$ cat config.mk
export PLATFORM = sky130hd
export DESIGN_NAME = tmr_tick_gen
export DESIGN_NICKNAME = d
export VERILOG_FILES = /design/src/rtl/tmr_tick_pkg.sv /design/src/rtl/tmr_psc_div.sv /design/src/rtl/tmr_pin_edge.sv /design/src/rtl/tmr_src_mux.sv /design/src/rtl/tmr_tick_gen.sv
export SDC_FILE = /design/constraint.sdc
export NUM_CORES = 1
export LEC_CHECK = 0
export BUFFER_PORTS_ARGS = -buffer_cell sky130_fd_sc_hd__buf_2
export CORE_MARGIN = 5
export CORE_UTILIZATION = 45
export CTS_CLUSTER_DIAMETER = 50
export CTS_CLUSTER_SIZE = 16
export DETAILED_ROUTE_END_ITERATION = 8
export GPL_TIMING_DRIVEN = 0
export HOLD_SLACK_MARGIN = 0.08
export SLEW_MARGIN = 20
export SYNTH_ARGS = -nofsm -noshare
export SYNTH_HDL_FRONTEND = slang
export SYNTH_HIERARCHICAL = 1
export SYNTH_SLANG_ARGS = --single-unit
$ cat constraint.sdc
create_clock -name clk_i -period 2 [get_ports clk_i]
set_input_delay 0.3 -clock clk_i [delete_from_list [all_inputs] [get_ports clk_i]]
set_output_delay 0.3 -clock clk_i [all_outputs]
set_load 0.005 [all_outputs]
$ cat src/rtl/tmr_tick_pkg.sv
package tmr_tick_pkg;

    localparam int unsigned SEL_W     = 3;
    localparam int unsigned TAP_COUNT = 4;

    typedef enum logic [SEL_W-1:0] {
        SRC_STOP     = 3'd0,
        SRC_FULL     = 3'd1,
        SRC_DIV8     = 3'd2,
        SRC_DIV64    = 3'd3,
        SRC_DIV256   = 3'd4,
        SRC_DIV1024  = 3'd5,
        SRC_PIN_FALL = 3'd6,
        SRC_PIN_RISE = 3'd7
    } src_sel_e;

    // Number of low counter bits that must all be ones for each tap.
    function automatic int unsigned tap_width(input int unsigned idx);
        case (idx)
            0:       return 3;
            1:       return 6;
            2:       return 8;
            default: return 10;
        endcase
    endfunction

    function automatic logic sel_is_div(input src_sel_e s);
        return (s == SRC_DIV8) || (s == SRC_DIV64) ||
               (s == SRC_DIV256) || (s == SRC_DIV1024);
    endfunction

    // Tap index for a divided code; 0 for other codes.
    function automatic int unsigned sel_tap(input src_sel_e s);
        case (s)
            SRC_DIV64:   return 1;
            SRC_DIV256:  return 2;
            SRC_DIV1024: return 3;
            default:     return 0;
        endcase
    endfunction

endpackage

$ cat src/rtl/tmr_psc_div.sv
// Shared free-running prescaler counter with one rollover tap per divided rate.
module tmr_psc_div
    import tmr_tick_pkg::*;
#(
    parameter int unsigned CNT_W  = 10,
    parameter int unsigned N_TAPS = TAP_COUNT
) (
    input  logic              clk_i,
    input  logic              rst_ni,
    input  logic              clr_i,
    output logic [N_TAPS-1:0] tap_o,
    output logic [CNT_W-1:0]  cnt_o
);

    typedef struct packed {
        logic [CNT_W-1:0] cnt;
    } psc_state_t;

    psc_state_t st_d, st_q;

    always_comb begin
        st_d = st_q;
        if (clr_i) begin
            st_d.cnt = '0;
        end else begin
            st_d.cnt = st_q.cnt + CNT_W'(1);
        end
    end

    always_ff @(posedge clk_i or negedge rst_ni) begin
        if (!rst_ni) begin
            st_q <= '0;
        end else begin
            st_q <= st_d;
        end
    end

    // A tap fires when its low bits are all ones; a clear suppresses it.
    for (genvar g = 0; g < N_TAPS; g++) begin : g_tap
        localparam int unsigned TW = tap_width(g);
        assign tap_o[g] = (&st_q.cnt[TW-1:0]) & ~clr_i;
    end

    assign cnt_o = st_q.cnt;

endmodule

$ cat src/rtl/tmr_pin_edge.sv
// Multi-flop synchronizer for the external pin, followed by an edge detector.
module tmr_pin_edge #(
    parameter int unsigned STAGES = 2
) (
    input  logic clk_i,
    input  logic rst_ni,
    input  logic pin_i,
    output logic rise_o,
    output logic fall_o
);

    localparam int unsigned MSB = STAGES - 1;

    typedef struct packed {
        logic [STAGES-1:0] sync;
        logic              prev;
    } edge_state_t;

    edge_state_t st_d, st_q;

    always_comb begin
        st_d      = st_q;
        st_d.sync = {st_q.sync[STAGES-2:0], pin_i};
        st_d.prev = st_q.sync[MSB];
    end

    always_ff @(posedge clk_i or negedge rst_ni) begin
        if (!rst_ni) begin
            st_q <= '0;
        end else begin
            st_q <= st_d;
        end
    end

    assign rise_o =  st_q.sync[MSB] & ~st_q.prev;
    assign fall_o = ~st_q.sync[MSB] &  st_q.prev;

endmodule

$ cat src/rtl/tmr_src_mux.sv
// Decodes the source code and registers the selected count-enable pulse.
module tmr_src_mux
    import tmr_tick_pkg::*;
#(
    parameter int unsigned N_TAPS = TAP_COUNT
) (
    input  logic              clk_i,
    input  logic              rst_ni,
    input  logic [SEL_W-1:0]  sel_i,
    input  logic [N_TAPS-1:0] tap_i,
    input  logic              rise_i,
    input  logic              fall_i,
    output logic              tick_o
);

    typedef struct packed {
        logic tick;
    } mux_state_t;

    mux_state_t st_d, st_q;
    src_sel_e   src;

    always_comb begin
        src  = src_sel_e'(sel_i);
        st_d = st_q;
        case (src)
            SRC_STOP:     st_d.tick = 1'b0;
            SRC_FULL:     st_d.tick = 1'b1;
            SRC_DIV8,
            SRC_DIV64,
            SRC_DIV256,
            SRC_DIV1024:  st_d.tick = tap_i[sel_tap(src)];
            SRC_PIN_FALL: st_d.tick = fall_i;
            SRC_PIN_RISE: st_d.tick = rise_i;
            default:      st_d.tick = 1'b0;
        endcase
    end

    always_ff @(posedge clk_i or negedge rst_ni) begin
        if (!rst_ni) begin
            st_q <= '0;
        end else begin
            st_q <= st_d;
        end
    end

    assign tick_o = st_q.tick;

endmodule

$ cat src/rtl/tmr_tick_gen.sv
module tmr_tick_gen
    import tmr_tick_pkg::*;
#(
    parameter int unsigned CNT_W       = 10,
    parameter int unsigned SYNC_STAGES = 2
) (
    input  logic             clk_i,
    input  logic             rst_ni,
    input  logic [SEL_W-1:0] src_sel_i,
    input  logic             psc_clr_i,
    input  logic             ext_pin_i,
    output logic             tick_o
);

    logic [TAP_COUNT-1:0] psc_tap;
    logic [CNT_W-1:0]     psc_cnt;
    logic                 pin_rise;
    logic                 pin_fall;

    tmr_psc_div #(
        .CNT_W  (CNT_W),
        .N_TAPS (TAP_COUNT)
    ) u_psc (
        .clk_i  (clk_i),
        .rst_ni (rst_ni),
        .clr_i  (psc_clr_i),
        .tap_o  (psc_tap),
        .cnt_o  (psc_cnt)
    );

    tmr_pin_edge #(
        .STAGES (SYNC_STAGES)
    ) u_edge (
        .clk_i  (clk_i),
        .rst_ni (rst_ni),
        .pin_i  (ext_pin_i),
        .rise_o (pin_rise),
        .fall_o (pin_fall)
    );

    tmr_src_mux #(
        .N_TAPS (TAP_COUNT)
    ) u_mux (
        .clk_i  (clk_i),
        .rst_ni (rst_ni),
        .sel_i  (src_sel_i),
        .tap_i  (psc_tap),
        .rise_i (pin_rise),
        .fall_i (pin_fall),
        .tick_o (tick_o)
    );

endmodule

Word level (Yosys, flattened, before mapping)
Index checks and enable logic that the tools add are counted.

storage, ports and cells
  latch bits = 0
  RAM bits = 0
  bits in read-only memories = 0
  word-level logic and storage cells = 34
  register bits after elaboration = 14
  memories = 0
  input port bits = 7
  output and inout bits = 1

cells by class
  reductions and logical operators = 6
  shift-type cells = 0
  bitwise logic cells = 9
  $lt $le $gt $ge = 1
  $mul = 0
  div/mod/pow operators = 0
  mux-type cells = 6
  equality and inequality tests = 7
  add/subtract/negate cells = 1

operators with widths
  cell                   count
  $lt 32x3->1 const B    1
  $mux 32                1
  $eq 3x3->1 const B     4
  $add 10x1->10 const B  1
  $mux 10                1
  $reduce_and 10->1      1
  $reduce_and 8->1       1
  $and 1x1->1            6
  $eq 3x2->1 const B     2
  $pmux 2 s3             1
  $reduce_and 6->1       1
  $pmux 1 s5             1
  $reduce_or 4->1        1
  $eq 3x1->1 const B     1
  $logic_not 3->1        1
  $not 1->1              3
  $reduce_and 3->1       1
  $bmux 1 s2             1
  $mux 1                 1

Depth between registers and ports, before layout
Gate-level depths: netlist of the first run.

  depth after elaboration = 6
  gate-level depth with buffers = 7
  mapped depth without buffers = 7

Modules after synthesis
The synthesis of the first run kept the hierarchy.

modules (own cells, without submodules)
  module        cells an instance  area an instance (sq um)  instances
  tmr_psc_div   47                 484.2                     1
  tmr_pin_edge  5                  90.1                      1
  tmr_src_mux   11                 90.1                      1

Least setup slack after synthesis of the first run
OpenSTA, ideal clock, no wires.

  path kind = flip-flop to flip-flop
  start point = reg u_psc.st_q (netlist bit u_psc/cnt_o[0])
  end point = reg u_mux.st_q (netlist: u_mux/tick_o)
  arrival = 1.546 ns
  cell stages (with the launch flop) = 8
  clock period less this slack = 1.677 ns
  setup slack = 0.323 ns
  path buffers = 0
  cells stage by stage = dfrtp_1 ha_1 nand3_2 nor4_1 and3_1 and2b_1 o21ai_1 or3_1

on the way
  cells in the longest elaborated chain, start to end = 5

ends and longest elaborated chain
  item                          RTL line            RTL
  start, declared               tmr_psc_div.sv:19   psc_state_t st_d, st_q;
  start signal, assigned        tmr_psc_div.sv:34   st_q <= st_d;
  $reduce_and 8->1              tmr_psc_div.sv:41   assign tap_o[g] = (&st_q.cnt[TW-1:0]) & ~clr_i;
  $and 1x1->1                   tmr_psc_div.sv:41
  named net psc_tap[2]          tmr_tick_gen.sv:15  logic [TAP_COUNT-1:0] psc_tap;
  $bmux 1 s2                    tmr_src_mux.sv:32   SRC_DIV1024: st_d.tick = tap_i[sel_tap(src)];
  $mux 1 (implied by the code)  tmr_src_mux.sv:32
  $pmux 1 s5                    tmr_src_mux.sv:26   case (src)
  named net u_mux.st_d          tmr_src_mux.sv:20   mux_state_t st_d, st_q;
  end signal, assigned          tmr_src_mux.sv:43   st_q <= st_d;
  end, declared                 tmr_src_mux.sv:20

The timed path passes the listed nets, and every way through them passes these cells. The select of a mux whose other input is x is not followed.

Worst setup path after layout of the first run
Ends and elaborated chain as after synthesis.

==> results.sh, run 1 <==
export IMPL_power_frac_clock_pct=30.8
export IMPL_tns_ns=0
export IMPL_worst_ep_required_time_ns=2.15
export IMPL_clockRootBuffer="clkbuf_4"
export IMPL_reg2reg_from="u_psc/cnt_o[0]"
export IMPL_min_from="ext_pin_i"
export IMPL_clkLatencyLatePin_ns=0.27
export IMPL_slowest_delay_ns=0.42
export IMPL_status="completed"
export IMPL_initial_utilization_pct=49.2
export IMPL_dieArea_mm2=0.00234
export IMPL_grt_util_all_layers_pct=11.7
export IMPL_totalWireLength_um=1140
export IMPL_io_buffers=7
export IMPL_whs_ns=0.130
export IMPL_netlist_area_um2=664
export IMPL_cp_slowest_cell="dfrtp_1"
export IMPL_synth_fp_nets=72
export IMPL_power_total_uw=482
export IMPL_syn_avg_cell_area_um2=10.5
export IMPL_synth_seq_cells=14
export IMPL_dp_worst_setup_slack_ns=0.192
export IMPL_cp_start_kind="register"
export IMPL_swShare_pct=21.6
export IMPL_setup_viol=0
export IMPL_crit_chain="ha_1, nand3_2, nor4_2, and3_1, and2b_1, o21ai_1, or3_1"
export IMPL_antenna_found_initial=0
export IMPL_viasPerCell=5.64
export IMPL_dp_hpwl_um=827
export IMPL_critical_path_startpoint="u_psc/cnt_o[0]"
export IMPL_layout_drive_gt1_share_pct=18.9
export IMPL_synthToLayoutAreaGrowth_pct=13.9
export IMPL_yosysUniqueCellTypes=28
export IMPL_worst_slack_ns=0.215
export IMPL_crit_family="simple AND/OR/NAND/NOR gates"
export IMPL_clkSinkCount=14
export IMPL_grt_pass1_wl_um=2210
export IMPL_postCtsSetupBuffers=0
export IMPL_critPathArrivalTime_ns=1.94
export IMPL_firstDrtPassIters=4
export IMPL_period_share_pct=89.3
export IMPL_ctsLongestPathBuffers=2
export IMPL_p_switching_uw=104
export IMPL_synth_cells=63
export IMPL_max_cap_violations=0
export IMPL_power_density_mw_per_mm2=637
export IMPL_slew_violations=0
export IMPL_dr_first_iter_drc_count=3
export IMPL_vias=502
export IMPL_cts_tree="done"
export IMPL_grt_ovfl_total=0
export IMPL_wl_per_cell_um=12.8
export IMPL_htreeDepth=1
export IMPL_gp_congestion=0.739
export IMPL_post_route_min_period_ns=1.79
export IMPL_io_pins=8
export IMPL_num_rows=13
export IMPL_core_region_area_mm2=0.00135
export IMPL_p_leak_uw=0.000326
export IMPL_path_clk_slew_ns=0.08
export IMPL_finalNetCount=85
export IMPL_chipWidth_um=48.4
export IMPL_numCtsBuffers=3
export IMPL_power_frac_seq_pct=62.0
export IMPL_crit_type="reg2reg"
export IMPL_dp_cells=85
export IMPL_irDropWorstVdd_v=0.000399
export IMPL_grt_pass1_vias=518
export IMPL_die_y_um=48.4
export IMPL_hp_class="in2reg"
export IMPL_crit_path_end_kind="register"
export IMPL_antenna_left=0
export IMPL_ys_seq_area_share_pct=52.7
export IMPL_diodes=0
export IMPL_worstMarginPinSlew_ns=0.446
export IMPL_crit_buf_inv=0
export IMPL_slew_headroom_pct=70.3
export IMPL_fin_skew_ns=0.00508
export IMPL_hold_violations=0
export IMPL_yosys_warnings=6
export IMPL_crit_path_max_fanout=7
export IMPL_max_freq_mhz=560
export IMPL_combPwrFrac_pct=7.2
export IMPL_drc=0
export IMPL_grt_max_degree=15
export IMPL_intPower_uw=378
export IMPL_final_cells=89
export IMPL_rsz0062_at_grt="no"
sequential cells by signal, summed over array words and instances (netlist names):
signal and count:
u_mux/tick_o 1, u_psc/cnt_o 10, u_edge/st_d 2, u_edge/st_q 1
final timing paths:
kind | endpoint | slack (ns) | cells after the start
min | u_edge/st_d[2] | 0.13 | 1
max reg2reg | u_mux/tick_o | 0.21 | 7
max | u_mux/tick_o | 0.21 | 7
max in group asynchronous | u_psc/cnt_o[4] | 1.32 | 2
min reg2reg | u_edge/st_d[0] | 0.35 | 0
min in group asynchronous | u_mux/tick_o | 0.44 | 2
placed cells by master (no fill, tap or decap), drive strengths merged, types with 2 or more instances in the layout:
| cell type | synthesis | routed |
|---|---|---|
| clkbuf | 1 | 4 |
| a21oi | 6 | 6 |
| nor2 | 3 | 3 |
| inv | 2 | 2 |
| nand2 | 3 | 3 |
| dfrtp | 14 | 14 |
| o21ai | 3 | 3 |
| o31ai | 3 | 3 |
| nand4 | 2 | 2 |
| and2b | 2 | 2 |
| or4 | 3 | 3 |
| nand3 | 3 | 3 |
| buf | 0 | 7 |
| ha | 2 | 2 |
| or3 | 3 | 3 |
| nor2b | 4 | 4 |
cell type report:
| type | count | area, µm² |
|---|---|---|
| plain buffers | 1 | 3.75 |
| inverters | 2 | 7.51 |
| flip-flops and latches | 14 | 350 |
| repair buffers | 8 | 45.0 |
| well taps | 15 | 18.8 |
| fillers | 124 | 593 |
| multi-input cells | 46 | 309 |
| clock buffers | 3 | 22.5 |
power by group through the flow:
| stage | registers, µW | clock network [µW] | logic [µW] |
|---|---|---|---|
| floorplan | 304 | 0 | 15.1 |
| global placement | 305 | 0 | 33.9 |
| detailed placement | 305 | 0 | 34.2 |
| CTS | 299 | 160 | 35.9 |
| global route | 301 | 175 | 39.7 |
| finish | 299 | 148 | 34.8 |
layer usage:
| layer | vias up | GRT usage [%] | wire (µm) |
|---|---|---|---|
| met1 | 238 | 15.5 | 548 |
| met5 | - | 0 | 0 |
| li1 | 255 | - | - |
| met4 | 0 | 6.91 | 13 |
| met2 | 7 | 16.5 | 521 |
| met3 | 2 | 3.36 | 53 |
logic make-up after synthesis:
kind of cell               share of synthesized area, %
and+or+nand+nor                                    27.5
DFF                                                52.7
AOI/OAI and AO/OA                                  10.2
buffers and inverters                              1.69
xor gates and xnor gates                           2.64
adders and majority gates                          3.77
muxes                                              1.51
synthesized netlist by cell type (all sizes together):
cell type	instances	area [µm²]
a21oi	6	30.0
and2b	2	16.3
and3	1	6.26
clkbuf	1	3.75
dfrtp	14	350
ha	2	25.0
inv	2	7.51
mux2i	1	10.0
nand2	3	11.3
nand2b	1	6.26
nand3	3	20.0
nand3b	1	7.51
nand4	2	18.8
nor2	3	11.3
nor2b	4	25.0
nor3	1	5.00
nor3b	1	7.51
nor4	1	6.26
o21ai	3	15.0
o31ai	3	22.5
or3	3	18.8
or4	3	22.5
xnor2	1	8.76
xor2	1	8.76
worst register-to-register path, stage by stage, from the launching register on:
cell	delay [ns]
dfrtp_1	0.42
ha_1	0.25
nand3_2	0.16
nor4_2	0.08
and3_1	0.19
and2b_1	0.18
o21ai_1	0.06
or3_1	0.36
stage by stage:
step	util, %	instance area (µm²)
floorplan	-	664
CTS	55.6	751
detailed placement	53.2	718
global route	56.1	757
finish	56.1	757
global placement	53.2	718
repair_timing:
item | CTS | global route
gates resized for setup | 0 | 1
endpoints found under the hold margin | 14 | 0
endpoints found under the setup margin | 0 | 1
hold buffers | 1 | 0
No activity file was read; power rests on OpenSTA's default activity.
==> inputs of run 2 (changes only) <==
PLACE_DENSITY_LB_ADDON = 0.12   (was not set)
==> results.sh, run 2 (same netlist as run 1, synthesis figures left out) <==
export IMPL_vias=502
export IMPL_chipWidth_um=48.4
export IMPL_slew_violations=0
export IMPL_status="completed"
export IMPL_viasPerCell=5.64
export IMPL_postCtsSetupBuffers=0
export IMPL_cp_slowest_cell="dfrtp_1"
export IMPL_n_fill_cell=121
export IMPL_hp_class="in2reg"
export IMPL_core_region_area_mm2=0.00135
export IMPL_whs_path_depth=1
export IMPL_clkLatencyLatePin_ns=0.27
export IMPL_grt_ovfl_total=0
export IMPL_dr_first_iter_drc_count=3
export IMPL_slew_headroom_pct=71.0
export IMPL_max_cap_violations=0
export IMPL_final_common_cell="dfrtp_1"
export IMPL_r2r_slack_ns=0.21
export IMPL_htreeDepth=1
export IMPL_diodes=0
export IMPL_io_pins=8
export IMPL_grt_pass1_vias=475
export IMPL_dieArea_mm2=0.00234
export IMPL_io_buffers=7
export IMPL_path_clk_slew_ns=0.08
export IMPL_clkSinkCount=14
export IMPL_drc=0
export IMPL_largest_register_ffs=10
export IMPL_worst_ep_required_time_ns=2.16
export IMPL_final_cell_mix="dfrtp_1 (14), buf_2 (7), a21oi_1 (6)"
export IMPL_worstMarginPinSlew_ns=0.435
export IMPL_post_route_min_period_ns=1.79
export IMPL_setup_viol=0
export IMPL_crit_path_max_fanout=7
export IMPL_whs_ns=0.127
export IMPL_die_y_um=48.4
export IMPL_tns_ns=0
export IMPL_numCtsBuffers=3
export IMPL_cts_tree="done"
export IMPL_r2r_cells=7
export IMPL_grt_max_degree=15
export IMPL_power_density_mw_per_mm2=646
export IMPL_clockRootBuffer="clkbuf_4"
export IMPL_p_leak_uw=0.000326
export IMPL_period_share_pct=89.7
export IMPL_slowest_delay_ns=0.42
export IMPL_layout_drive_gt1_share_pct=18.9
export IMPL_power_total_uw=489
export IMPL_crit_path_end_kind="register"
export IMPL_fin_skew_ns=0.000477
export IMPL_initial_utilization_pct=49.2
export IMPL_worstHoldEndpoint="u_edge/st_d[2]"
export IMPL_critPathArrivalTime_ns=1.95
export IMPL_num_rows=13
export IMPL_max_freq_mhz=557
export IMPL_grt_pass1_wl_um=2210
export IMPL_hold_violations=0
export IMPL_irDropWorstVdd_v=0.000341
export IMPL_wl_per_cell_um=13.1
export IMPL_crit_chain="ha_1, nand3_2, nor4_2, and3_1, and2b_1, o21ai_1, or3_1"
export IMPL_totalWireLength_um=1160
export IMPL_reg2reg_to="u_mux/tick_o"
export IMPL_synthToLayoutAreaGrowth_pct=13.9
export IMPL_antenna_left=0
export IMPL_grt_util_all_layers_pct=12.0
export IMPL_antenna_found_initial=0
export IMPL_rsz0062_at_grt="no"
export IMPL_min_from="ext_pin_i"
export IMPL_dp_hpwl_um=832
export IMPL_finalNetCount=85
export IMPL_ctsLongestPathBuffers=2
export IMPL_gp_congestion=0.740
export IMPL_firstDrtPassIters=3
export IMPL_crit_type="reg2reg"
export IMPL_reg2reg_from="u_psc/cnt_o[0]"
export IMPL_cp_start_kind="register"
run 2: cell counts in the layout (fill, tap and decap cells not counted):
No cell type changed its count.
run 2: how the worst max path moves through the flow:
| stage | from | to | slack [ns] |
|---|---|---|---|
| floorplan | u_psc/cnt_o[0] | u_mux/tick_o | 0.32 |
| detailed placement | u_psc/cnt_o[0] | u_mux/tick_o | 0.19 |
| global route | u_psc/cnt_o[0] | u_mux/tick_o | 0.07 |
| CTS | u_psc/cnt_o[0] | u_mux/tick_o | 0.17 |
| global placement | u_psc/cnt_o[0] | u_mux/tick_o | 0.22 |
| finish | u_psc/cnt_o[0] | u_mux/tick_o | 0.21 |
run 2: timing repair:
| action | in CTS | in global routing |
|---|---|---|
| hold buffers | 1 | 0 |
| gates resized for setup | 0 | 1 |
| hold endpoints to repair | 14 | 0 |
| endpoints found under the setup margin | 0 | 1 |
run 2: layout make-up:
class | count | area (µm²) | share of cell area, %
Timing Repair Buffer | 8 | 45.0 | 5.95
Tap cell | 15 | 18.8 | 2.48
Multi-Input combinational cell | 46 | 309 | 40.8
Buffer | 1 | 3.75 | 0.496
Clock buffer | 3 | 22.5 | 2.98
Sequential cell | 14 | 350 | 46.3
Inverter | 2 | 7.51 | 0.992
run 2: worst max-delay path: cells and delay by family (launching register included):
family / cells / cell delay (ns)
and+or+nand+nor: 5 / 0.95
DFF: 1 / 0.42
adders and majority gates: 1 / 0.24
AOI/OAI and AO/OA: 1 / 0.06
run 2: routing by layer:
layer	GRT usage (%)	vias up	wire length, µm
met3	3.98	4	53
met4	6.91	0	23
met5	0	-	0
li1	-	253	-
met1	16.1	238	562
met2	16.7	7	522
run 2: through the flow:
step / utilization (%) / area [µm²] / setup WS [ns] / cells
after floorplan: - / 664 / 0.323 / 63
after global routing: 56.1 / 757 / 0.0697 / 89
after CTS: 55.6 / 751 / 0.167 / 89
final: 56.1 / 757 / 0.205 / 89
after detailed placement: 53.2 / 718 / 0.193 / 85
after global placement: 53.2 / 718 / 0.217 / 85
run 2: power breakdown:
group          internal, µW  switching (µW)  total [µW]
registers               292            6.64         299
logic                  16.4            19.1        35.5
clock network          69.7            85.5         155
total                   378             111         489
==> inputs of run 3 (changes only) <==
CELL_PAD_IN_SITES_DETAIL_PLACEMENT = 1   (was not set)
CELL_PAD_IN_SITES_GLOBAL_PLACEMENT = 1   (was not set)
CORE_UTILIZATION = 42   (was 45)
==> results.sh, run 3 (same netlist as run 1, synthesis figures left out) <==
export IMPL_status="completed"
export IMPL_gp_congestion=0.660
export IMPL_dp_cells=86
export IMPL_totalWireLength_um=1260
export IMPL_antenna_found_initial=0
export IMPL_final_cells=90
export IMPL_worstMarginPinSlew_ns=0.443
export IMPL_clockRootBuffer="clkbuf_4"
export IMPL_hp_class="in2reg"
export IMPL_core_region_area_mm2=0.00151
export IMPL_grt_pass1_vias=540
export IMPL_cts_tree="done"
export IMPL_chipWidth_um=49.8
export IMPL_initial_utilization_pct=44.1
export IMPL_worst_ep_required_time_ns=2.15
export IMPL_post_route_min_period_ns=1.80
export IMPL_final_common_cell="dfrtp_1"
export IMPL_tns_ns=0
export IMPL_max_freq_mhz=556
export IMPL_firstDrtPassIters=4
export IMPL_power_density_mw_per_mm2=648
export IMPL_period_share_pct=90.0
export IMPL_grt_ovfl_total=0
export IMPL_rsz0062_at_grt="no"
export IMPL_diodes=0
export IMPL_finalNetCount=85
export IMPL_critPathArrivalTime_ns=1.95
export IMPL_drc=0
export IMPL_dr_first_iter_drc_count=4
export IMPL_crit_path_end_kind="register"
export IMPL_dp_hpwl_um=943
export IMPL_final_cell_mix="dfrtp_1 (14), buf_2 (7), a21oi_1 (6)"
export IMPL_postCtsSetupBuffers=0
export IMPL_io_pins=8
export IMPL_crit_path_max_fanout=7
export IMPL_dieArea_mm2=0.00248
export IMPL_slew_headroom_pct=70.5
export IMPL_io_buffers=7
export IMPL_p_leak_uw=0.000326
export IMPL_layout_drive_gt1_share_pct=17.6
export IMPL_slew_violations=0
export IMPL_viasPerCell=5.63
export IMPL_max_cap_violations=0
export IMPL_num_rows=14
export IMPL_path_clk_slew_ns=0.08
export IMPL_vias=507
export IMPL_setup_viol=0
export IMPL_clkSinkCount=14
export IMPL_die_y_um=49.8
export IMPL_grt_max_degree=15
export IMPL_wl_per_cell_um=13.9
export IMPL_htreeDepth=1
export IMPL_ctsLongestPathBuffers=2
export IMPL_hold_violations=0
export IMPL_cp_start_kind="register"
export IMPL_clkLatencyLatePin_ns=0.27
export IMPL_grt_util_all_layers_pct=12.3
export IMPL_synthToLayoutAreaGrowth_pct=13.2
export IMPL_crit_type="reg2reg"
export IMPL_grt_pass1_wl_um=2340
export IMPL_antenna_left=0
export IMPL_fin_skew_ns=0.00197
export IMPL_numCtsBuffers=3
export IMPL_irDropWorstVdd_v=0.000365
export IMPL_largest_register_ffs=10
-- run 3: cell types whose count changed in the layout (fill, tap and decap cells not counted) --
| cell | delta |
|---|---|
| nor4_1 | +1 |
| nor4_2 | -1 |
-- run 3: worst paths after layout --
| check | from | endpoint | slack (ns) | cells past startpoint |
|---|---|---|---|---|
| min in group asynchronous | rst_ni | u_psc/cnt_o[7] | 0.45 | 2 |
| min reg2reg | u_edge/st_d[2] | u_edge/st_d[0] | 0.35 | 0 |
| max in group asynchronous | rst_ni | u_edge/st_d[0] | 1.32 | 2 |
| min | ext_pin_i | u_edge/st_d[2] | 0.13 | 1 |
| max reg2reg | u_psc/cnt_o[0] | u_mux/tick_o | 0.20 | 7 |
| max | u_psc/cnt_o[0] | u_mux/tick_o | 0.20 | 7 |
-- run 3: per-layer routing --
layer / up-vias / GRT usage, % / share of wire [%]
li1: 248 / - / -
met5: - / 0 / 0
met4: 0 / 6.55 / 1.0
met3: 2 / 4.22 / 3.7
met1: 252 / 14.5 / 45
met2: 5 / 19.5 / 50
-- run 3: stage by stage --
stage | instance area [µm²] | setup slack, ns | util (%) | total power, µW | hold slack (ns)
after global routing | 752 | 0.0588 | 49.9 | 526 | 0.111
after detailed placement | 719 | 0.208 | 47.8 | 341 | 0.216
after floorplan | 664 | 0.323 | - | 319 | 0.00441
final | 752 | 0.201 | 49.9 | 487 | 0.132
after CTS | 752 | 0.190 | 49.9 | 501 | 0.120
after global placement | 719 | 0.214 | 47.8 | 338 | 0.214
-- run 3: layout make-up --
class                   instances  area (µm²)
fillers                       169         754
repair buffers                  8        45.0
clock buffers                   3        22.5
plain buffers                   1        3.75
multi-input cells              46         303
inverters                       2        7.51
well taps                      16        20.0
flip-flops and latches         14         350
-- run 3: critical path, stage by stage (launching register included) --
cell and delay, ns:
dfrtp_1 0.42, ha_1 0.24, nand3_2 0.15, nor4_1 0.08, and3_1 0.19, and2b_1 0.18
o21ai_1 0.06, or3_1 0.36
-- run 3: repair_timing --
| item | 4_1_cts | 5_1_grt |
|---|---|---|
| hold buffers | 1 | 0 |
| endpoints found under the hold margin | 14 | 0 |
| gates resized for setup | 0 | 0 |
-- run 3: report_power, final --
group	switching [µW]	internal [µW]	leakage, µW	total [µW]
combinational	19.4	16.6	0.000127	36.0
clock	82.9	69.6	0.0000138	152
sequential	6.86	292	0.000185	299
total	109	378	0.000326	487
